==> src/rtl/mcd_pkg.sv <==
package mcd_pkg;
  localparam int REG_N   = 2;
  localparam int REG_AW  = (REG_N > 1) ? $clog2(REG_N) : 1;
  localparam int HALF_W  = 16;
  localparam int BUS_W   = 2 * HALF_W;
  localparam int DIV_N   = 3;
  localparam int SEL_REG = 1;
  localparam int SEL_LSB = 12;
  localparam int SEL_W   = 2;

  // register index that holds the ratio of divider i
  function automatic int fld_reg(input int i);
    case (i)
      0:       return 0;
      1:       return 0;
      default: return 1;
    endcase
  endfunction

  // lowest bit of divider i's ratio field
  function automatic int fld_lsb(input int i);
    case (i)
      0:       return 0;
      1:       return 10;
      default: return 6;
    endcase
  endfunction

  // width of divider i's ratio field
  function automatic int fld_w(input int i);
    case (i)
      0:       return 6;
      1:       return 6;
      default: return 5;
    endcase
  endfunction
endpackage

==> src/rtl/mcd_regbank.sv <==
module mcd_regbank
  import mcd_pkg::*;
(
  input  logic                         clk,
  input  logic                         rst_n,
  input  logic                         wr_en,
  input  logic [REG_AW-1:0]            wr_addr,
  input  logic [BUS_W-1:0]             wr_data,
  output logic [REG_N-1:0][HALF_W-1:0] regs_o
);
  logic [HALF_W-1:0] wmask;
  logic [HALF_W-1:0] wval;

  assign wmask = wr_data[BUS_W-1:HALF_W];
  assign wval  = wr_data[HALF_W-1:0];

  for (genvar r = 0; r < REG_N; r++) begin : g_reg
    logic              hit;
    logic [HALF_W-1:0] merged;
    assign hit    = wr_en && (wr_addr == REG_AW'(r));
    assign merged = (regs_o[r] & ~wmask) | (wval & wmask);
    always_ff @(posedge clk or negedge rst_n) begin
      if (!rst_n)   regs_o[r] <= '0;
      else if (hit) regs_o[r] <= merged;
    end
  end

  AST_ZERO_MASK_NOOP: assert property (@(posedge clk) disable iff (!rst_n)
    (wr_en && wmask == '0) |=> $stable(regs_o));

  AST_MASKED_BITS_KEEP: assert property (@(posedge clk) disable iff (!rst_n)
    wr_en |=> (((regs_o[$past(wr_addr)] ^ $past(regs_o[wr_addr])) & ~$past(wmask)) == '0));

  AST_UNMASKED_BITS_SET: assert property (@(posedge clk) disable iff (!rst_n)
    wr_en |=> (((regs_o[$past(wr_addr)] ^ $past(wval)) & $past(wmask)) == '0));
endmodule

==> src/rtl/mcd_divider.sv <==
module mcd_divider #(
  parameter int RW = 6
) (
  input  logic          clk,
  input  logic          rst_n,
  input  logic [RW-1:0] ratio_i,
  output logic          tick_o,
  output logic          clk_o
);
  logic [RW-1:0] cnt_q, act_q;
  logic [RW-1:0] cnt_d, act_d;
  logic [RW:0]   half_d;
  logic          wrap, tick_d, level_d;

  always_comb begin
    wrap    = (cnt_q == act_q);
    cnt_d   = wrap ? '0 : cnt_q + RW'(1);
    act_d   = wrap ? ratio_i : act_q;
    half_d  = ({1'b0, act_d} + (RW+1)'(1)) >> 1;
    tick_d  = (cnt_d == act_d);
    level_d = (act_d == '0) || ({1'b0, cnt_d} < half_d);
  end

  always_ff @(posedge clk or negedge rst_n) begin
    if (!rst_n) begin
      cnt_q  <= '0;
      act_q  <= '0;
      tick_o <= 1'b1;
      clk_o  <= 1'b1;
    end else begin
      cnt_q  <= cnt_d;
      act_q  <= act_d;
      tick_o <= tick_d;
      clk_o  <= level_d;
    end
  end

  AST_SWITCH_AT_WRAP: assert property (@(posedge clk) disable iff (!rst_n)
    (act_q != $past(act_q)) |-> $past(cnt_q == act_q));

  AST_CNT_BOUND: assert property (@(posedge clk) disable iff (!rst_n)
    cnt_q <= act_q);

  AST_TICK_ON_LOW: assert property (@(posedge clk) disable iff (!rst_n)
    (act_q != '0 && tick_o) |-> !clk_o);

  AST_SOURCE_RATE: assert property (@(posedge clk) disable iff (!rst_n)
    (act_q == '0) |-> (tick_o && clk_o));
endmodule

==> src/rtl/mcd_top.sv <==
module mcd_top
  import mcd_pkg::*;
(
  input  logic             clk,
  input  logic             rst_n,
  input  logic             wr_en,
  input  logic [REG_AW-1:0] wr_addr,
  input  logic [BUS_W-1:0] wr_data,
  output logic [SEL_W-1:0] src_sel_o,
  output logic [DIV_N-1:0] div_tick_o,
  output logic [DIV_N-1:0] div_clk_o
);
  logic [REG_N-1:0][HALF_W-1:0] regs;
  logic                         unused_reg_bits;

  mcd_regbank u_regs (
    .clk     (clk),
    .rst_n   (rst_n),
    .wr_en   (wr_en),
    .wr_addr (wr_addr),
    .wr_data (wr_data),
    .regs_o  (regs)
  );

  assign unused_reg_bits = ^regs;
  assign src_sel_o       = regs[SEL_REG][SEL_LSB +: SEL_W];

  for (genvar g = 0; g < DIV_N; g++) begin : g_div
    localparam int W   = fld_w(g);
    localparam int RIX = fld_reg(g);
    localparam int LSB = fld_lsb(g);
    mcd_divider #(.RW(W)) u_div (
      .clk     (clk),
      .rst_n   (rst_n),
      .ratio_i (regs[RIX][LSB +: W]),
      .tick_o  (div_tick_o[g]),
      .clk_o   (div_clk_o[g])
    );
  end

  AST_SEL_ONLY_ON_WRITE: assert property (@(posedge clk) disable iff (!rst_n)
    !wr_en |=> $stable(src_sel_o));
endmodule

==> config.mk <==
export PLATFORM = sky130hd
export DESIGN_NAME = mcd_top
export DESIGN_NICKNAME = d
export VERILOG_FILES = /design/src/rtl/mcd_pkg.sv /design/src/rtl/mcd_regbank.sv /design/src/rtl/mcd_divider.sv /design/src/rtl/mcd_top.sv
export SDC_FILE = /design/constraint.sdc
export NUM_CORES = 1
export LEC_CHECK = 0
export CAP_MARGIN = 30
export CORE_ASPECT_RATIO = 1.25
export CORE_MARGIN = 2
export CORE_UTILIZATION = 32
export CTS_CLUSTER_SIZE = 12
export DETAILED_ROUTE_END_ITERATION = 10
export GPL_TIMING_DRIVEN = 0
export SYNTH_ARGS = -nofsm -noshare
export SYNTH_HDL_FRONTEND = slang
export SYNTH_HIERARCHICAL = 1
export SYNTH_SLANG_ARGS = --single-unit
export TNS_END_PERCENT = 1
==> constraint.sdc <==
create_clock -name clk -period 5.1 [get_ports clk]
set_clock_uncertainty 0.1 [all_clocks]
set_input_delay 0.51 -clock clk [delete_from_list [all_inputs] [get_ports clk]]
set_output_delay 0.51 -clock clk [all_outputs]
set_load 0.05 [all_outputs]
==> results.cfg <==
[setup_path]
r2r_cells = 15
setup.worst_path.start_class = register
cpMaxStageDelayCell = dfrtp_1
criticalPathCategory = register to register
cp.arrival_ns = 3.68
critical_path.reg2reg.endpoint = g_div[0].u_div/clk_o
timing.critical_path.from = g_div[0].u_div/cnt_q[2]
crit_path_max_incr_delay_ns = 0.35
timing.critical_path.fanout_max = 10
crit_end = g_div[0].u_div/clk_o
cp_cell_sequence = buf_2 -> xnor2_1 -> nand4_1 -> nor2_4 -> buf_2 -> mux2i_1 -> inv_1 -> ha_1 -> o21ai_0 -> xor2_1 -> ha_1 -> and4_1 -> a21oi_1 -> nand2_1 -> o32ai_2
endpoint_kind = register
worst_r2r_setup_slack_ns = 1.55
crit-reg2reg-launch = g_div[0].u_div/cnt_q[2]
crit_required_ns = 5.23

[power]
total_leakage_power_nw = 1.99
power.sequential.fraction_pct = 27.1
net-switching-power_mw = 1.36
power_mw = 3.23
p_clk_share_pct = 18.4
combPwrFrac_pct = 54.5
swShare_pct = 42.2
power.density_cell_area_mw_per_mm2 = 678
internal-power_mw = 1.87
vdd_drop_max_mv = 0.410

[floorplanning]
fp.dieH_um = 126
io_pins = 44
start_util_pct = 32.9
die_area_mm2 = 0.0128
fp.dieW_um = 102
rows = 44
standard_cell_core_area_mm2 = 0.0116

[finish]
multiInputGateArea_mm2 = 0.00220
most_common_library_cell_in_the_layout_ignoring_fill_and_taps = dfrtp_1
antennaDiodeCount = 0
most-common-layout-cells = dfrtp_1 (53), clkdlybuf4s50_1 (42), xnor2_1 (28)
post_route_cells_drive_above_1_share_pct = 15.6
syn2layout_area_growth_pct = 24.6
nFillCells = 1144
layout.area.seq_mm2 = 0.00148
final_core_util_pct = 41.0
post_route_cell_area_mm2 = 0.00476
num-nets-final = 470

[timing]
final_max_tran_viols = 0
period_needed_ns = 3.55
final-hold-violation-count = 0
max_slew_margin_vs_limit_pct = 46.9
achievable-frequency_mhz = 282
fin_worst_hold_slack_ns = 0.113
worst-slew-pin-transition_ns = 0.790
rsz0062_at_grt = no
setup_viol_count_final = 0
setup_tns_ns = 0
min_period_over_period_pct = 69.6

[drt]
route.antenna.remaining_nets = 0
drt_first_pass_iters = 4
met1_length_um = 3720
drt_initial_violations = 133
route.detailed.vias_per_inst = 4.86
wirelength_um = 8360
highest-signal-layer = met4
remaining_drc_errors = 0
detailroute.via_count = 2807
met3WireLength_um = 379
wire_per_inst_um = 14.5
met2_length_um = 4020

[synth]
syn_area_mm2 = 0.00382
synthCells = 356
mean_post_synth_cell_area_um2 = 10.7
yosysWarnings = 6
postSynthNetCount = 415

[global_routing]
grt_pass1_wl_um = 14200
grt_use_total_pct = 14.1
first_global_vias = 2947
maximum_number_of_pins_on_one_net_before_global_route_repair = 33
overflow = 0
antenna_found_initial = 0

[clocking]
clock-sinks = 59
ctsResizeCount = 0
clk-insertion-delay-late_ns = 0.33
cts_htree_levels = 3
postCtsHoldBufs = 0
clk_transition_reported_paths_ns = 0.05
numCtsBuffers = 9
clock-root-buffer = clkbuf_16
cts_buffer_depth = 2
cts_tree = built
cts_post_setup_buffers_inserted = 0

[place]
postPlaceCellArea_mm2 = 0.00447
dp_hpwl_um = 6510
place.gp.congestion = 0.888
io_buffer_count = 43

[min_path]
min-delay-path-class = input pin to async pin

[outcome]
status = complete, no violations

[flow_run]
timing.max_cap.violations = 0
==> worst max-delay path: cells and delay by family (launching register included) <==
| kind | cells | cell delay [ns] |
|---|---|---|
| XOR/XNOR | 2 | 0.41 |
| adder cells (fa/ha/maj) | 2 | 0.49 |
| buffers and inverters | 3 | 0.53 |
| multiplexers | 1 | 0.27 |
| flip-flops | 1 | 0.35 |
| AO/OA/AOI/OAI | 3 | 0.47 |
| AND/OR/NAND/NOR | 4 | 0.81 |
==> area by class of cell <==
type | count | area share (%)
multi-input cells | 274 | 46.3
well taps | 161 | 4.23
clock inverters | 6 | 1.16
repair buffers | 44 | 9.36
plain buffers | 13 | 2.02
inverters | 10 | 0.788
clock buffers | 10 | 5.02
flip-flops and latches | 59 | 31.2
==> metal layers <==
layer / global-route usage (%) / vias up
met5: 0 / -
met4: 5.56 / 0
met3: 3.72 / 17
met2: 23.0 / 69
met1: 17.7 / 1342
li1: - / 1379
==> metrics by stage <==
stage	worst slack (ns)	instances
after floorplan	2.11	356
after global placement	1.43	560
after detailed placement	1.62	561
after CTS	1.55	577
after global routing	1.29	577
final	1.55	577
==> how the worst min path moves through the flow <==
stage,slack [ns],cells past startpoint,start,to
finish,0.11,1,rst_n,g_div[2].u_div/act_q[1]
CTS,0.14,1,rst_n,g_div[2].u_div/act_q[2]
detailed placement,0.38,1,register,register
global route,0.18,1,rst_n,g_div[2].u_div/act_q[2]
floorplan,0.11,0,rst_n,g_div[0].u_div/act_q[0]
global placement,0.38,1,register,register
==> power by group through the flow <==
stage          Combinational [mW]  Sequential (mW)  Clock (mW)
3_3_place_gp                 1.72            0.876           0
6_report                     1.76            0.874       0.595
4_1_cts                      1.77            0.875       0.611
2_1_floorplan                1.29            0.917           0
5_1_grt                      1.97            0.906       0.632
3_5_place_dp                 1.75            0.882           0
(Power assumes the default switching activity.)
